--- src/rtl/seqspi_pkg.sv ---
package seqspi_pkg;
    localparam logic [2:0] A_CLK  = 3'd0;
    localparam logic [2:0] A_TX   = 3'd1;
    localparam logic [2:0] A_RX   = 3'd2;
    localparam logic [2:0] A_SEQ  = 3'd3;
    localparam logic [2:0] A_STAT = 3'd4;

    typedef enum logic [7:0] {
        ST_IDLE   = 8'h01,
        ST_DECODE = 8'h02,
        ST_SOUT   = 8'h04,
        ST_SIN    = 8'h08
    } seq_st_e;

    localparam logic [3:0] OP_SEL = 4'h1;
    localparam logic [3:0] OP_OUT = 4'h3;
    localparam logic [3:0] OP_IN  = 4'h4;
endpackage

--- src/rtl/seqspi_clkdiv.sv ---
module seqspi_clkdiv #(
    parameter int DIV_W = 12
) (
    input  logic             clk,
    input  logic             rst_n,
    input  logic             en,
    input  logic [DIV_W-1:0] div,
    output logic             tick
);
    logic [DIV_W-1:0] cnt_d, cnt_q;

    always_comb begin
        cnt_d = cnt_q;
        tick  = 1'b0;
        if (!en) begin
            cnt_d = '0;
        end else if (cnt_q >= div) begin
            cnt_d = '0;
            tick  = 1'b1;
        end else begin
            cnt_d = cnt_q + 1'b1;
        end
    end

    always_ff @(posedge clk) begin
        if (!rst_n) cnt_q <= '0;
        else        cnt_q <= cnt_d;
    end
endmodule

--- src/rtl/seqspi_shifter.sv ---
module seqspi_shifter (
    input  logic       clk,
    input  logic       rst_n,
    input  logic       start,
    input  logic [7:0] tx_byte,
    input  logic       tick,
    input  logic       miso,
    output logic       sck,
    output logic       mosi,
    output logic       busy,
    output logic       done,
    output logic [7:0] rx_byte
);
    typedef struct packed {
        logic       busy;
        logic       sck;
        logic       done;
        logic [2:0] bit_n;
        logic [7:0] sh;
        logic [7:0] rx;
    } sh_t;

    sh_t d, q;

    always_comb begin
        d      = q;
        d.done = 1'b0;
        if (start && !q.busy) begin
            d.busy  = 1'b1;
            d.sck   = 1'b0;
            d.bit_n = '0;
            d.sh    = tx_byte;
        end else if (q.busy && tick) begin
            if (!q.sck) begin
                d.sck = 1'b1;
                d.rx  = {q.rx[6:0], miso};
            end else begin
                d.sck = 1'b0;
                if (q.bit_n == 3'd7) begin
                    d.busy = 1'b0;
                    d.done = 1'b1;
                    d.sh   = '0;
                end else begin
                    d.bit_n = q.bit_n + 3'd1;
                    d.sh    = {q.sh[6:0], 1'b0};
                end
            end
        end
    end

    always_ff @(posedge clk) begin
        if (!rst_n) q <= '0;
        else        q <= d;
    end

    assign sck     = q.sck;
    assign mosi    = q.sh[7];
    assign busy    = q.busy;
    assign done    = q.done;
    assign rx_byte = q.rx;

    // SCK moves only on a divider tick
    p_sck_on_tick_r6: assert property (@(posedge clk) disable iff (!rst_n)
        !tick |=> $stable(q.sck));
    // a byte always ends with SCK low
    p_done_sck_low_r6: assert property (@(posedge clk) disable iff (!rst_n)
        q.done |-> !q.sck);
endmodule

--- src/rtl/seqspi_master.sv ---
module seqspi_master
    import seqspi_pkg::*;
#(
    parameter int NUM_CS = 4,
    parameter int DIV_W  = 12
) (
    input  logic              clk,
    input  logic              rst_n,
    input  logic              wr_en,
    input  logic              rd_en,
    input  logic [2:0]        addr,
    input  logic [63:0]       wdata,
    output logic [63:0]       rdata,
    output logic              sck,
    output logic              mosi,
    input  logic              miso,
    output logic [NUM_CS-1:0] cs_n
);
    localparam int SLOTS  = 8;
    localparam int SLOT_W = $clog2(SLOTS);

    typedef struct packed {
        seq_st_e           st;
        logic [63:0]       seq;
        logic [SLOT_W-1:0] slot;
        logic [3:0]        cnt;
        logic [2:0]        tx_idx;
        logic              active;
        logic [63:0]       txd;
        logic              tx_full;
        logic [63:0]       rxd;
        logic              rx_full;
        logic [63:0]       acc;
        logic              tx_ovr;
        logic              tx_unr;
        logic              rx_ovr;
        logic              rx_unr;
        logic [DIV_W-1:0]  div;
        logic [NUM_CS-1:0] cs_n;
    } st_t;

    st_t         d, q;
    logic        start, advance, tick, sh_busy, sh_done;
    logic [7:0]  tx_byte, sh_rx, op;
    logic [63:0] tx_shifted, status;

    seqspi_clkdiv #(.DIV_W(DIV_W)) u_div (
        .clk(clk), .rst_n(rst_n), .en(sh_busy), .div(q.div), .tick(tick));

    seqspi_shifter u_sh (
        .clk(clk), .rst_n(rst_n), .start(start), .tx_byte(tx_byte),
        .tick(tick), .miso(miso), .sck(sck), .mosi(mosi),
        .busy(sh_busy), .done(sh_done), .rx_byte(sh_rx));

    assign op         = q.seq[63:56];
    assign tx_shifted = q.txd << {q.tx_idx, 3'b000};

    always_comb begin
        d       = q;
        start   = 1'b0;
        advance = 1'b0;
        tx_byte = '0;

        if (wr_en) begin
            case (addr)
                A_CLK: d.div = wdata[63 -: DIV_W];
                A_TX: begin
                    if (q.tx_full) d.tx_ovr = 1'b1;
                    else begin
                        d.txd     = wdata;
                        d.tx_full = 1'b1;
                    end
                end
                A_SEQ: begin
                    if (q.st == ST_IDLE) begin
                        d.seq  = wdata;
                        d.slot = '0;
                        d.st   = ST_DECODE;
                    end
                end
                A_STAT: begin
                    d.tx_ovr = 1'b0;
                    d.tx_unr = 1'b0;
                    d.rx_ovr = 1'b0;
                    d.rx_unr = 1'b0;
                end
                default: ;
            endcase
        end
        if (rd_en && addr == A_RX) begin
            if (q.rx_full) d.rx_full = 1'b0;
            else           d.rx_unr  = 1'b1;
        end

        case (q.st)
            ST_DECODE: begin
                case (op[7:4])
                    OP_SEL: begin
                        d.cs_n = '1;
                        for (int i = 0; i < NUM_CS; i++)
                            if (op[3:0] == 4'(i + 1)) d.cs_n[i] = 1'b0;
                        advance = 1'b1;
                    end
                    OP_OUT, OP_IN: begin
                        d.cnt    = (op[3:0] > 4'd8) ? 4'd8 : op[3:0];
                        d.tx_idx = '0;
                        d.active = 1'b0;
                        d.acc    = '0;
                        if (op[3:0] == 4'd0)      advance = 1'b1;
                        else if (op[7:4] == OP_OUT) d.st  = ST_SOUT;
                        else                        d.st  = ST_SIN;
                    end
                    default: d.st = ST_IDLE;
                endcase
            end
            ST_SOUT: begin
                if (!q.active) begin
                    if (q.tx_full) begin
                        start    = 1'b1;
                        tx_byte  = tx_shifted[63:56];
                        d.active = 1'b1;
                    end else begin
                        d.tx_unr = 1'b1;
                    end
                end else if (sh_done) begin
                    d.active = 1'b0;
                    d.cnt    = q.cnt - 4'd1;
                    d.tx_idx = q.tx_idx + 3'd1;
                    if (q.cnt == 4'd1) begin
                        d.tx_full = 1'b0;
                        d.tx_idx  = '0;
                        advance   = 1'b1;
                    end
                end
            end
            ST_SIN: begin
                if (!q.active) begin
                    start    = 1'b1;
                    d.active = 1'b1;
                end else if (sh_done) begin
                    d.active = 1'b0;
                    d.acc    = {q.acc[55:0], sh_rx};
                    d.cnt    = q.cnt - 4'd1;
                    if (q.cnt == 4'd1) begin
                        if (q.rx_full) d.rx_ovr = 1'b1;
                        else begin
                            d.rxd     = {q.acc[55:0], sh_rx};
                            d.rx_full = 1'b1;
                        end
                        advance = 1'b1;
                    end
                end
            end
            default: ;
        endcase

        if (advance) begin
            d.seq  = {q.seq[55:0], 8'h00};
            d.slot = q.slot + 1'b1;
            d.st   = (q.slot == SLOT_W'(SLOTS - 1)) ? ST_IDLE : ST_DECODE;
        end
    end

    always_ff @(posedge clk) begin
        if (!rst_n) begin
            q      <= '0;
            q.st   <= ST_IDLE;
            q.cs_n <= '1;
        end else begin
            q <= d;
        end
    end

    always_comb begin
        status        = '0;
        status[63]    = q.rx_full;
        status[62]    = q.rx_ovr;
        status[61]    = q.rx_unr;
        status[59]    = q.tx_full;
        status[58]    = q.tx_ovr;
        status[57]    = q.tx_unr;
        status[55:48] = q.st;
        case (addr)
            A_CLK:   rdata = {q.div, {(64 - DIV_W){1'b0}}};
            A_TX:    rdata = q.txd;
            A_RX:    rdata = q.rxd;
            A_SEQ:   rdata = q.seq;
            A_STAT:  rdata = status;
            default: rdata = '0;
        endcase
    end

    assign cs_n = q.cs_n;

    // never more than one chip select low
    p_cs_single_r3: assert property (@(posedge clk) disable iff (!rst_n)
        $countones(~q.cs_n) <= 1);
    // SCK rests low while the sequencer is idle
    p_sck_idle_r6: assert property (@(posedge clk) disable iff (!rst_n)
        q.st == ST_IDLE |-> !sck);
    // write to a full transmit register is discarded and flagged
    p_tx_ovr_r8: assert property (@(posedge clk) disable iff (!rst_n)
        wr_en && addr == A_TX && q.tx_full |=> q.tx_ovr && $stable(q.txd));
    // a stall on an empty transmit register raises underrun
    p_stall_r7: assert property (@(posedge clk) disable iff (!rst_n)
        q.st == ST_SOUT && !q.active && !q.tx_full |=> q.tx_unr && !sck);
    // status write with nothing else in flight clears every error bit
    p_stat_clear_r11: assert property (@(posedge clk) disable iff (!rst_n)
        wr_en && addr == A_STAT && q.st == ST_IDLE && !rd_en
        |=> !(q.tx_ovr || q.tx_unr || q.rx_ovr || q.rx_unr));
    // receive-full rises only at the end of a shift-in
    p_rx_full_src_r5: assert property (@(posedge clk) disable iff (!rst_n)
        $rose(q.rx_full) |-> $past(q.st) == ST_SIN);
endmodule

--- config.mk ---
export PLATFORM = sky130hd
export DESIGN_NAME = seqspi_master
export DESIGN_NICKNAME = d
export VERILOG_FILES = /design/src/rtl/seqspi_pkg.sv /design/src/rtl/seqspi_clkdiv.sv /design/src/rtl/seqspi_shifter.sv /design/src/rtl/seqspi_master.sv
export SDC_FILE = /design/constraint.sdc
export NUM_CORES = 1
export LEC_CHECK = 0
export BUFFER_PORTS_ARGS = -buffer_cell sky130_fd_sc_hd__buf_2
export CAP_MARGIN = 20
export CORE_ASPECT_RATIO = 1.1
export CORE_UTILIZATION = 60
export DETAILED_ROUTE_END_ITERATION = 6
export PLACE_DENSITY = 0.91
export SLEW_MARGIN = 25
export SYNTH_ARGS = -nofsm -noshare
export SYNTH_HDL_FRONTEND = slang
export SYNTH_SLANG_ARGS = --single-unit
--- constraint.sdc ---
create_clock -name clk -period 6.8 [get_ports clk]
set_input_delay 1.36 -clock clk [delete_from_list [all_inputs] [get_ports clk]]
set_output_delay 1.36 -clock clk [all_outputs]
set_load 0.005 [all_outputs]
After elaboration in Yosys (flattened, before gate mapping)
Index checks and enable logic that the tools add are counted.

storage, ports and cells
  bits in registers = 323
  bits in latches = 0
  bits in writable memories = 0
  ROM bits = 0
  output and inout port bits = 70
  word-level logic and storage cells = 184
  memories kept = 0

operators by class
  add/sub/neg operators = 5
  $mul = 0
  divide/modulo/power cells = 0
  $lt $le $gt $ge = 2
  eq/ne operators = 24
  shift operators = 1
  muxes and demuxes = 82
  bitwise operators = 8
  reductions and logical operators = 37

operators with widths
  kind                   number
  $pmux 64 s5            1
  $mux 75                4
  $mux 65                2
  $pmux 56 s2            1
  $mux 8                 10
  $shl 64x6->64          1
  $mux 56                1
  $mux 1                 41
  $mux 12                2
  $mux 22                1
  $reduce_and 3->1       7
  $reduce_bool 2->1      9
  $mux 4                 4
  $pmux 8 s2             1
  $mux 15                1
  $add 12x1->12 const B  1
  $eq 4x1->1 const B     3
  $eq 4x2->1 const B     3
  $ge 12x12->1           1
  $pmux 4 s3             1
  $add 3x1->3 const B    3
  $eq 3x3->1 const B     3
  $mux 3                 3
  $eq 4x3->1 const B     2
  28 further kinds       53

Logic depth before layout (Yosys ltp)
Gate-level depths: netlist of run 1.

  depth after elaboration = 8
  gate-level depth with buffers = 10

Hierarchy
Synthesis of run 1 repeated with hierarchy kept, for this count alone.

unflattened totals
  cell total of the unflattened synthesis = 1822
  area total of the unflattened synthesis = 15107.0 um^2

modules (own cells, without submodules)
  module          times used  cells each  area each (um^2)  sequential area each (um^2)
  seqspi_master   1           1635        13317.8           5785.5
  seqspi_shifter  1           91          930.9             440.4
  seqspi_clkdiv   1           96          858.3             240.2

Worst setup path after synthesis of run 1
Ideal clock, no wire load.

  path kind = input to output
  start point = input port addr[0]
  end point = output port rdata[15]
  data arrival time = 2.918 ns
  data required time = 5.440 ns
  slack = 2.522 ns
  stages = 6
  buffers on the path = 3
  cells stage by stage = clkbuf_1 -> buf_1 -> buf_1 -> mux2_2 -> a22oi_1 -> nor2_1

on the way
  word-level cells in the longest chain between the ends = 2
  elaborated cells between the ends (all ways) = 6
  classes of those cells = 4 x eq/ne; 1 x mux; 1 x reduce/logical

RTL lines
  element                             line                  source
  start: declaration                  seqspi_master.sv:11   input logic [2:0] addr,
  $eq 3x3->1 (tied with other cells)  seqspi_master.sv:183  case (addr)
  $pmux 64 s5 *                       seqspi_master.sv:183
  end: declaration                    seqspi_master.sv:13   output logic [63:0] rdata,

Mark *: on every way between the ends. The rest lies on a longest branch, timed or not.

Worst setup path in the final report of run 1
  start point = input port addr[1]
  end point = output port rdata[54]

Same word-level chain as after synthesis.

==> results of run 1 <==
==> report_power, final <==
| group | switching [mW] | leakage (nW) | internal (mW) | total [mW] |
|---|---|---|---|---|
| clock network | 0.721 | 0.435 | 0.867 | 1.59 |
| logic | 0.131 | 2.75 | 0.0571 | 0.188 |
| registers | 0.0232 | 2.61 | 1.91 | 1.93 |
==> metal layers <==
metal  GRT usage  up-vias
met2       0.542      970
met3      0.0798      206
met1       0.481     6388
li1            -     6107
met5           0        -
met4       0.207        0
==> kinds of logic (layout without fill, tap and decap cells) <==
logic type	after synthesis	in the layout	synth area share
other cells	0	2	0
xor+xnor	15	15	0.00910
fa+ha+maj	20	20	0.0173
flops	323	323	0.448
mux	105	105	0.0941
buf+inv	166	231	0.0487
compound gates	463	463	0.203
simple gates	628	628	0.180
==> area by class of cell <==
| class | count | area (sq um) |
|---|---|---|
| Tap cell | 305 | 382 |
| Timing Repair Buffer | 156 | 838 |
| Inverter | 23 | 98.8 |
| Antenna cell | 2 | 5.00 |
| Clock inverter | 10 | 82.6 |
| Sequential cell | 323 | 6470 |
| Fill cell | 1786 | 7630 |
| Clock buffer | 42 | 815 |
| Multi-Input combinational cell | 1231 | 7310 |
==> worst reg2reg max path: stages, from the launching register on <==
cell and delay [ns]:
dfxtp_1 0.32, or4_1 0.69, or4b_1 0.77, a21boi_4 0.23
nand2_2 0.08, buf_4 0.61, a22oi_1 0.35, a21oi_1 0.21
==> flip-flops by register name, summed over array words and instances (netlist names), 4 cells and up <==
register / cells
op: 8
u_sh.rx_byte: 8
u_div.cnt_q: 12
q: 277
u_sh.q: 10
cs_n: 4
==> layout by cell type (no fill, tap or decap), types with 7 or more instances in the layout <==
cell | netlist | final
a21oi_1 | 221 | 221
a22oi_1 | 185 | 185
and3_1 | 10 | 10
buf_2 | 22 | 141
buf_4 | 10 | 14
clkbuf_1 | 94 | 9
clkbuf_16 | 0 | 29
dfxtp_1 | 323 | 323
ha_1 | 20 | 20
inv_1 | 23 | 22
mux2_2 | 65 | 65
mux2i_1 | 22 | 22
mux4_2 | 18 | 18
nand2_1 | 386 | 386
nand2b_1 | 8 | 8
nand3_1 | 13 | 13
nor2_1 | 158 | 156
nor2b_1 | 9 | 7
o22ai_1 | 15 | 15
xor2_1 | 9 | 9
==> worst max path at each step <==
| stage | start | endpoint | cells past startpoint |
|---|---|---|---|
| floorplan | addr[0] | rdata[15] | 6 |
| global placement | addr[0] | rdata[37] | 5 |
| detailed placement | addr[0] | rdata[37] | 5 |
| CTS | addr[0] | rdata[37] | 5 |
| global route | addr[0] | rdata[59] | 5 |
| finish | addr[1] | rdata[54] | 5 |
==> run_results.csv, run 1 <==
group,metric,value,unit
outcome,status,"complete, no violations",
timing,min_period,5.03,ns
floorplanning,dieArea,24700,sq um
setup_path,cpMostUsedCell,"buf_2",
logic_synthesis,avgSynthCellArea,8.39,sq um
logic_synthesis,yosysMostFrequentCell,"nand2_1",
place,finalWeightedCongestion,1.00,
logic_synthesis,synthFlopType,"dfxtp_1",
timing,hold_viol_final,0,
setup_path,crit_slowest_cell,"buf_2",
place,portBuffers,141,
logic_synthesis,yosysTopAreaCell,"dfxtp_1",
layout,utilization,0.677,
routing,drc,0,
routing,drtPass1Iterations,6,
floorplanning,die_w,150,um
setup_path,worstSetupEndpointType,"primary output",
setup_path,arrival,3.67,ns
pwr,ir_worst_vdd,0.000138,V
cts,clk_pin_slew,0.07,ns
global_routing,grt.total_usage,0.362,
min_path,hold_path.class,"flip-flop to flip-flop",
timing,fin_crit_sh,0.739,
setup_path,path_cells,"buf_2 -> nor2_1 -> a22oi_1 -> o22ai_1 -> buf_2",
global_routing,grt_antenna_before_repair,2,
layout,nets,1856,
place,dpl.cell_count,2037,
place,dpl.hpwl,30400,um
cts,ctsLongestPathBuffers,3,
timing,fmax,199,MHz
routing,antenna_left,0,
timing,fin_setup_tns,0,ns
timing,maxSlewViolCount,0,
pwr,power_leakage,5.79,nW
setup_path,start_kind,"primary input",
setup_path,r2r-end,"q[238]",
logic_synthesis,yosysTopAreaCellShare,0.448,
routing,drt_iter0_drc,2183,
logic_synthesis,synth.net_count,1812,
floorplanning,pin_count,142,
global_routing,grt_pass1_wl,69000,um
timing,worst_slack,1.77,ns
timing,worst_slew_pin_slew,1.02,ns
logic_synthesis,yosys_warnings,0,
min_path,hp-start,"q[96]",
floorplanning,die_h,165,um
logic_synthesis,syn_inst,1720,
layout,layout-drive-gt1-share,0.169,
cts,cts_buffers,29,
cts,ctsResizeCount,0,
routing,wl_met3,5720,um
setup_path,critPathBufInv,2,
cts,hold_buffers,0,
routing,totalWireLength,45400,um
setup_path,reg2reg_depth,7,
cts,cts_sinks,323,
global_routing,grt_start_max_net_pins,202,
min_path,whs_path_depth,2,
routing,highest_layer,"met4",
min_path,hold_path_end,"q[96]",
routing,wl_per_cell,21.7,um
floorplanning,row_count,59,
routing,wl_met2,19900,um
place,dpl_worst_slack,1.78,ns
logic_synthesis,async_reset_ff_frac,0,
timing,rsz0062_at_grt,"no",
setup_path,worstPathRequired,5.44,ns
cts,htree_levels,1,
setup_path,cp_top_family,"compound AO/OA/AOI/OAI gates",
global_routing,grt.overflow.total,0,
setup_path,crit_fanout,44,
logic_synthesis,synthTopCellsByArea,"dfxtp_1, nand2_1, a22oi_1",
pwr,powerDensity,232,nW/um^2
cts,cts_tree,"built",
routing,via_count,13700,
layout,area_growth,10.8,%
cts,post-cts-setup-buffers,0,
pwr,power,3.71,mW
routing,wl_met1,17000,um
logic_synthesis,syn_area,14400,sq um
setup_path,critPathMaxStageDelay,0.69,ns
layout,fin_area,16000,sq um
floorplanning,floorplan.core_area,23600,sq um
timing,fin_hold_ws,0.453,ns
routing,vias_per_cell,6.53,
logic_synthesis,seq_area_frac_synth,0.448,
timing,setup_viol,0,
layout,fin_cells,2092,
logic_synthesis,synth_edf_count,0,
global_routing,grt_pass1_vias,12300,
logic_synthesis,ys_types,59,
place,place_area,15100,sq um
floorplanning,initial_core_util,0.611,
setup_path,path_class,"primary input to primary output",
timing,final.setup_skew,0.0114,ns
logic_synthesis,synth_commonest_cells,"nand2_1, dfxtp_1, a21oi_1",
flow_run,drv_cap,0,
setup_path,timing.rr.start,"q[294]",
cts,root_buffer,"clkbuf_16",
timing,relSlewSlack,0.312,
cts,insertion_delay,0.56,ns
logic_synthesis,ys_ff_latch,323,
setup_path,regToRegSetupSlack,3.45,ns
Note: power is estimated with default switching activity, not from simulation.
==> inputs of run 2 (changes only) <==
CORE_UTILIZATION = 54   (was 60)
PLACE_DENSITY = 0.87   (was 0.91)
clock period = 4.5 ns   (was 6.8 ns; I/O delays follow)
==> run 2 against run 1 <==
  * The flow now finishes with violations (DRC)
  * Via count up 0.78%
  * Power increased by 65%
  * Register-to-register slack worse by 2.3 ns
  * First-iteration DRC count fell by 14%
  * Flip-flop and latch count is the same
  * Sequential power rose by 51%
  * Combinational power grew 55%
  * Clock skew rose by 0.0074 ns
  * Cell count grew 2.8%
  * Global-route usage decreased by 2.9 points
==> run_results.csv, run 2 (same netlist as run 1, synthesis figures left out) <==
group,metric,value,unit
setup_path,start_kind,"primary input",
place,dpl.cell_count,2094,
cts,clk_pin_slew,0.06,ns
pwr,ir_worst_vdd,0.000316,V
layout,nets,1870,
layout,fin_cells,2151,
cts,ctsResizeCount,0,
layout,fin_area,16400,sq um
place,place_area,15200,sq um
cts,cts_sinks,323,
outcome,failed_checks,"DRC",
setup_path,worstSetupEndpointType,"primary output",
routing,wl_met3,5020,um
place,finalWeightedCongestion,0.939,
pwr,powerDensity,374,nW/um^2
flow_run,drv_cap,0,
global_routing,grt_pass1_vias,12500,
layout,area_growth,13.4,%
routing,wl_met1,18500,um
pwr,power,6.13,mW
cts,ctsLongestPathBuffers,3,
layout,utilization,0.624,
layout,layout_commonest_cell,"nand2_1",
global_routing,grt_start_max_net_pins,179,
global_routing,grt.total_usage,0.333,
place,dpl_worst_slack,0.796,ns
cts,cts_tree,"built",
setup_path,arrival,2.88,ns
routing,drt_iter0_drc,1874,
routing,vias_per_cell,6.41,
timing,min_period,3.78,ns
routing,wl_met2,20900,um
layout,largest_reg_flops,277,
floorplanning,row_count,62,
floorplanning,dieArea,27400,sq um
timing,setup_viol,0,
timing,fin_crit_sh,0.840,
min_path,hold_path.class,"flip-flop to flip-flop",
timing,fin_setup_tns,0,ns
routing,via_count,13800,
pwr,power_leakage,5.97,nW
timing,worst_slew_pin_slew,1.04,ns
cts,htree_levels,2,
timing,fmax,264,MHz
timing,fin_hold_ws,0.458,ns
timing,relSlewSlack,0.300,
timing,rsz0062_at_grt,"no",
setup_path,crit_fanout,43,
place,dpl.hpwl,31200,um
floorplanning,floorplan.core_area,26200,sq um
routing,highest_layer,"met4",
setup_path,regToRegSetupSlack,1.17,ns
global_routing,grt.overflow.total,0,
layout,layout-drive-gt1-share,0.178,
routing,drtPass1Iterations,7,
cts,insertion_delay,0.52,ns
floorplanning,die_w,158,um
global_routing,grt_pass1_wl,70600,um
routing,antenna_left,0,
routing,drc,11,
outcome,status,"finished with violations",
layout,regMostFlops,"q",
cts,post-cts-setup-buffers,0,
timing,final.setup_skew,0.0188,ns
floorplanning,pin_count,142,
timing,hold_viol_final,0,
routing,wl_per_cell,21.7,um
timing,maxSlewViolCount,0,
layout,largestRegisters,"q x277, u_div.cnt_q x12, u_sh.q x10",
cts,hold_buffers,0,
cts,cts_buffers,34,
floorplanning,die_h,173,um
timing,worst_slack,0.719,ns
setup_path,worstPathRequired,3.60,ns
setup_path,path_class,"primary input to primary output",
cts,root_buffer,"clkbuf_16",
floorplanning,initial_core_util,0.550,
routing,totalWireLength,46700,um
layout,layout_common_cells,"nand2_1, dfxtp_1, a21oi_1, a22oi_1, nor2_1",
global_routing,grt_antenna_before_repair,3,
place,portBuffers,141,
[run 2: cell types whose count changed in the layout (fill, tap and decap cells not counted), moves of 3 or more]
cell / change
buf_4: +10
bufinv_16: +3
clkinvlp_4: -3
clkinv_2: -4
clkbuf_16: +6
clkbuf_8: +3
clkbuf_1: -6
[run 2: worst paths after layout]
kind                                  end  cells after the start  startpoint
worst max-delay path            rdata[32]                      6     addr[0]
worst min-delay path               q[144]                      2       q[71]
worst max register to register     q[238]                      7      q[294]
worst min register to register     q[144]                      2       q[71]
[run 2: where the power goes]
group          internal [mW]  total (mW)  switching (mW)
registers               2.89        2.92          0.0336
clock network           1.76        2.91            1.15
logic                 0.0899       0.292           0.202
[run 2: critical path, stage by stage]
cell and delay [ns]:
buf_4 0.51, buf_4 0.53, mux2_2 0.40, a22oi_1 0.29
nor2_1 0.08, buf_2 0.14
[run 2: routing by layer]
layer | vias up | track usage
met3 | 167 | 0.0583
met5 | - | 0
met4 | 0 | 0.154
met2 | 911 | 0.508
met1 | 6568 | 0.457
li1 | 6132 | -
[run 2: cell type report]
cell class | instances | area [sq um]
fill | 2225 | 9860
multi-input combinational | 1231 | 7310
sequential | 323 | 6470
clock buffer | 45 | 983
timing repair buffer | 165 | 901
tap | 352 | 440
clock inverter | 9 | 164
inverter | 23 | 93.8
antenna | 3 | 7.51
